File: config.mk
export PLATFORM = sky130hd
export DESIGN_NAME = stall_pipe_ctrl
export DESIGN_NICKNAME = d
export VERILOG_FILES = /design/src/rtl/stall_pipe_pkg.sv /design/src/rtl/stall_flow_ctl.sv /design/src/rtl/stall_valid_chain.sv /design/src/rtl/stall_data_chain.sv /design/src/rtl/stall_pipe_ctrl.sv
export SDC_FILE = /design/constraint.sdc
export NUM_CORES = 1
export LEC_CHECK = 0
export CAP_MARGIN = 40
export CORE_MARGIN = 2
export CORE_UTILIZATION = 35
export DETAILED_ROUTE_END_ITERATION = 16
export GPL_ROUTABILITY_DRIVEN = 0
export PLACE_DENSITY = 0.74
export SLEW_MARGIN = 20
export SYNTH_ARGS = -nofsm -noshare
export SYNTH_HDL_FRONTEND = slang
export SYNTH_SLANG_ARGS = --single-unit
export TNS_END_PERCENT = 10
File: constraint.sdc
create_clock -name clk -period 1.36 [get_ports clk]
set_clock_uncertainty 0.1 [all_clocks]
set_input_delay 0.204 -clock clk [delete_from_list [all_inputs] [get_ports clk]]
set_output_delay 0.204 -clock clk [all_outputs]
set_load 0.01 [all_outputs]
File: src/rtl/stall_pipe_pkg.sv
`timescale 1ns/1ps
package stall_pipe_pkg;

    // Combinational flow classification of the controller
    typedef enum logic [1:0] {
        FLOW_RUN     = 2'd0,
        FLOW_BLOCKED = 2'd1,
        FLOW_FROZEN  = 2'd2
    } flow_e;

endpackage

File: src/rtl/stall_flow_ctl.sv
`timescale 1ns/1ps
module stall_flow_ctl
    import stall_pipe_pkg::*;
(
    input  logic  ce,
    input  logic  last_valid,
    input  logic  sink_ready,
    output flow_e flow,
    output logic  advance
);

    // Classify the current cycle
    always_comb begin
        if (!ce) begin
            flow = FLOW_FROZEN;
        end else if (last_valid && !sink_ready) begin
            flow = FLOW_BLOCKED;
        end else begin
            flow = FLOW_RUN;
        end
    end

    // Enable output per state
    always_comb begin
        unique case (flow)
            FLOW_RUN:     advance = 1'b1;
            FLOW_BLOCKED: advance = 1'b0;
            FLOW_FROZEN:  advance = 1'b0;
            default:      advance = 1'b0;
        endcase
    end

endmodule

File: src/rtl/stall_valid_chain.sv
`timescale 1ns/1ps
module stall_valid_chain #(
    parameter int   STAGES     = 3,
    parameter logic RST_ACTIVE = 1'b1
) (
    input  logic              clk,
    input  logic              rst,
    input  logic              advance,
    input  logic              in_valid,
    output logic [STAGES-1:0] flags
);

    logic rst_act;
    assign rst_act = (rst == RST_ACTIVE);

    for (genvar s = 0; s < STAGES; s++) begin : g_flag
        logic q;
        if (s == 0) begin : g_head
            always_ff @(posedge clk) begin
                if (rst_act) begin
                    q <= 1'b0;
                end else if (advance) begin
                    q <= in_valid;
                end
            end
        end else begin : g_body
            always_ff @(posedge clk) begin
                if (rst_act) begin
                    q <= 1'b0;
                end else if (advance) begin
                    q <= g_flag[s-1].q;
                end
            end
        end
        assign flags[s] = q;
    end


    flags_hold_chk: assert property (@(posedge clk) disable iff (rst_act)
        !advance |=> $stable(flags));


    head_follows_input_chk: assert property (@(posedge clk) disable iff (rst_act)
        advance |=> (flags[0] == $past(in_valid)));

endmodule

File: src/rtl/stall_data_chain.sv
`timescale 1ns/1ps
module stall_data_chain #(
    parameter int STAGES = 3,
    parameter int WIDTH  = 8
) (
    input  logic             clk,
    input  logic             advance,
    input  logic [WIDTH-1:0] din,
    output logic [WIDTH-1:0] dout
);

    for (genvar s = 0; s < STAGES; s++) begin : g_reg
        logic [WIDTH-1:0] q;
        if (s == 0) begin : g_head
            always_ff @(posedge clk) begin
                if (advance) begin
                    q <= din;
                end
            end
        end else begin : g_body
            always_ff @(posedge clk) begin
                if (advance) begin
                    q <= g_reg[s-1].q;
                end
            end
        end
    end

    assign dout = g_reg[STAGES-1].q;

endmodule

File: src/rtl/stall_pipe_ctrl.sv
`timescale 1ns/1ps
module stall_pipe_ctrl
    import stall_pipe_pkg::*;
#(
    parameter int   STAGES     = 3,
    parameter int   WIDTH      = 8,
    parameter logic RST_ACTIVE = 1'b1
) (
    input  logic             clk,
    input  logic             rst,
    input  logic             ce,
    input  logic             in_valid,
    output logic             in_ready,
    input  logic [WIDTH-1:0] in_data,
    output logic             out_valid,
    input  logic             out_ready,
    output logic [WIDTH-1:0] out_data,
    output logic             pipe_en
);

    localparam int LAST = STAGES - 1;

    logic              rst_act;
    logic [STAGES-1:0] flags;
    logic              advance;
    flow_e             flow;

    assign rst_act = (rst == RST_ACTIVE);

    stall_flow_ctl u_ctl (
        .ce         (ce),
        .last_valid (flags[LAST]),
        .sink_ready (out_ready),
        .flow       (flow),
        .advance    (advance)
    );

    stall_valid_chain #(
        .STAGES     (STAGES),
        .RST_ACTIVE (RST_ACTIVE)
    ) u_valid (
        .clk      (clk),
        .rst      (rst),
        .advance  (advance),
        .in_valid (in_valid),
        .flags    (flags)
    );

    stall_data_chain #(
        .STAGES (STAGES),
        .WIDTH  (WIDTH)
    ) u_data (
        .clk     (clk),
        .advance (advance),
        .din     (in_data),
        .dout    (out_data)
    );

    assign pipe_en   = advance;
    assign in_ready  = advance;
    assign out_valid = flags[LAST];


    blocked_stall_chk: assert property (@(posedge clk) disable iff (rst_act)
        (out_valid && !out_ready) |-> !pipe_en);


    data_hold_chk: assert property (@(posedge clk) disable iff (rst_act)
        !pipe_en |=> $stable(out_data));


    frozen_no_accept_chk: assert property (@(posedge clk) disable iff (rst_act)
        !ce |-> (!in_ready && flow == FLOW_FROZEN));

endmodule

==> out/metrics.csv <==
stage;metric;value;unit
status;status;finished, final reports clean;
cells_and_area;area_growth;35.6;%
power_and_ir_drop;power;0.00139;W
power_and_ir_drop;ir_drop;0.000537;V
synth;synthCells;39;
route;dr.pass1.iters;2;
clocking;cts.sinks;27;
route;ant_nets;0;
critical_path;crit_family;buffers and inverters;
worst_hold_path;hold_path_depth;0;
critical_path;start_kind;input port;
floorplanning;die_area;2910;sq um
clocking;htreeDepth;1;
critical_path;worst-path-buf-inv;3;
floorplanning;start_util;0.362;
floorplanning;die_w;53.9;um
critical_path;cp.depth;4;
timing;slew_viol_final;0;
floorplanning;die_h;53.9;um
power_and_ir_drop;p_leak;0.439;nW
global_route;overflow;0;
route;route.vias.total;415;
clocking;post_cts.repair.setup_buffers;0;
timing;worst_pin_slew;0.148;ns
clocking;cts_root_buf;clkbuf_4;
route;routed_wl;1110;um
timing;relSlewSlack;0.899;
clocking;cts_tree;yes;
critical_path;slowest_delay;0.48;ns
route;route.detailed.drc;0;
global_route;grt_max_degree;27;
critical_path;path_cells;clkdlybuf4s50_1, inv_1, a21boi_2, buf_2;
synth;syn-cell-area;872;sq um
floorplanning;rows;18;
cells_and_area;n_fill_cell;217;
route;dr.first_iter.drc_count;2;
clocking;cts_buffer_depth;2;
synth;synthArstFlopShare;0;
place;place_hpwl;834;um
global_route;antenna_found_initial;0;
synth;synth-seq-area-share;0.895;
power_and_ir_drop;p_per_area;1170;nW/um^2
synth;synth.top_cells.by_count;edfxtp_1, dfxtp_1, nand2b_1, mux2i_1;
floorplanning;core_area;2410;sq um
global_route;grt_pass1_wl;1720;um
synth;synthTopCellsByArea;edfxtp_1, dfxtp_1, mux2i_1;
synth;avgSynthCellArea;22.4;sq um
synth;yosys.area.top_type;edfxtp_1;
route;wire_per_inst;11.2;um
critical_path;critPathSlowestCell;clkdlybuf4s50_1;
critical_path;critPathRequiredTime;1.06;ns
clocking;clk_pin_slew;0.12;ns
cells_and_area;postLayoutCellArea;1180;sq um
place;placed_cell_area;1180;sq um
synth;syn-num-nets;52;
global_route;groute.usage.overall;0.0945;
run;max-cap-violations;0;
timing;post-route-period-util;0.968;
worst_hold_path;min_path_type;reg2reg;
route;viasPerCell;4.19;
synth;synth_top_area_share;0.826;
cells_and_area;drive_gt1_frac;0.188;
synth;ys_ff_latch;27;
synth;ys.warnings.count;0;
critical_path;critPathKind;in2out;
timing;final.setup.tns;0;ns
floorplanning;io_pins;24;
critical_path;arrival;1.01;ns
clocking;ctsHoldBuffers;0;
clocking;insertion_delay;0.30;ns
cells_and_area;n_antenna_cell;0;
synth;synth_ff_type;edfxtp_1;
critical_path;worstPathMaxFanout;2;
critical_path;end_kind;primary output;
clocking;cts_buffers;3;
synth;synth_edf_count;24;
timing;rsz0062_at_grt;false;
timing;fmax;760;MHz
synth;yosysMostFrequentCell;edfxtp_1;
critical_path;rr_worst_depth;4;
timing;hold_violations;0;
timing;setup_viol;0;
timing;min_period;1.32;ns
place;port_buffers;23;
timing;whs;0.333;ns
global_route;first_global_vias;393;
cells_and_area;nets;83;
synth;ys_types;11;
what timing repair did:
action | 4_1_cts | 5_1_grt
endpoints found under the hold margin | 0 | 0
gates resized for setup | 22 | 2
setup endpoints to repair | 11 | 2
pin swaps | 1 | 0
cloned | 0 | 0
layout make-up:
class,count,area (sq um),area share
Multi-Input combinational cell,10,83.8,0.0709
Timing Repair Buffer,27,249,0.211
Tap cell,30,37.5,0.0317
Inverter,1,3.75,0.00317
Clock buffer,4,26.3,0.0222
Sequential cell,27,782,0.661
cells in the final DEF (no fill, tap or decap), drive strengths merged:
master         Yosys  layout
a21boi             2       2
a22oi              1       1
buf                1       6
clkbuf             0       5
clkdlybuf4s15      0       1
clkdlybuf4s50      0      12
dfxtp              3       3
dlygate4sd2        0       7
edfxtp            24      24
inv                1       1
mux2i              2       2
nand2              1       1
nand2b             3       3
nor2               1       1
state kept, by name (all words and copies together) (netlist names):
register and count:
u_data.g.q 16, u_data.dout 8, u_valid.g_flag.q 3
power by group:
part	internal (W)	leakage, nW	total [W]	switching, W
clock	0.000114	0.0150	0.000314	0.000199
combinational	0.0000651	0.165	0.000109	0.0000441
sequential	0.000953	0.260	0.000964	0.0000110
total	0.00113	0.439	0.00139	0.000254
final timing paths:
check	startpoint	slack [ns]	end
setup / recovery	out_ready	0.04	pipe_en
setup reg to reg	u_valid.g_flag[2].q$_SDFFE_PP0N_	0.12	u_valid.g_flag[1].q$_SDFFE_PP0N_
hold reg to reg	u_data.g_reg[1].q[1]$_DFFE_PN_	0.33	u_data.dout[1]$_DFFE_PN_
hold / removal	u_data.g_reg[1].q[1]$_DFFE_PN_	0.33	u_data.dout[1]$_DFFE_PN_
logic make-up after synthesis:
group                  count (synthesis)  synth area share
AO/OA/AOI/OAI                          3            0.0387
buffers and inverters                  2            0.0129
flip-flops                            27             0.895
multiplexers                           2            0.0230
AND/OR/NAND/NOR                        5            0.0301
worst reg2reg max path, delay by kind of cell (launching register included):
kind                   cells  cell delay, ns
buffers and inverters      2            0.35
DFF                        1            0.35
muxes                      1            0.22
AOI/OAI and AO/OA          1            0.16
metal layers:
| layer | global-route usage | part of all wire | up-vias | routed length (um) |
|---|---|---|---|---|
| met4 | 0.0769 | 0.0072 | 0 | 8 |
| met2 | 0.165 | 0.59 | 13 | 652 |
| met3 | 0.0333 | 0.067 | 2 | 74 |
| met5 | 0 | 0 | - | 0 |
| met1 | 0.0876 | 0.34 | 194 | 376 |
| li1 | - | - | 206 | - |
stage by stage:
| stage | worst slack [ns] | std cells | util |
|---|---|---|---|
| after floorplan | 0.00310 | 39 | - |
| after global placement | -0.442 | 95 | 0.488 |
| after detailed placement | -0.497 | 95 | 0.488 |
| after CTS | 0.00438 | 99 | 0.492 |
| after global routing | 0.00408 | 99 | 0.491 |
| final | 0.0439 | 99 | 0.491 |
(Power assumes the default switching activity.)
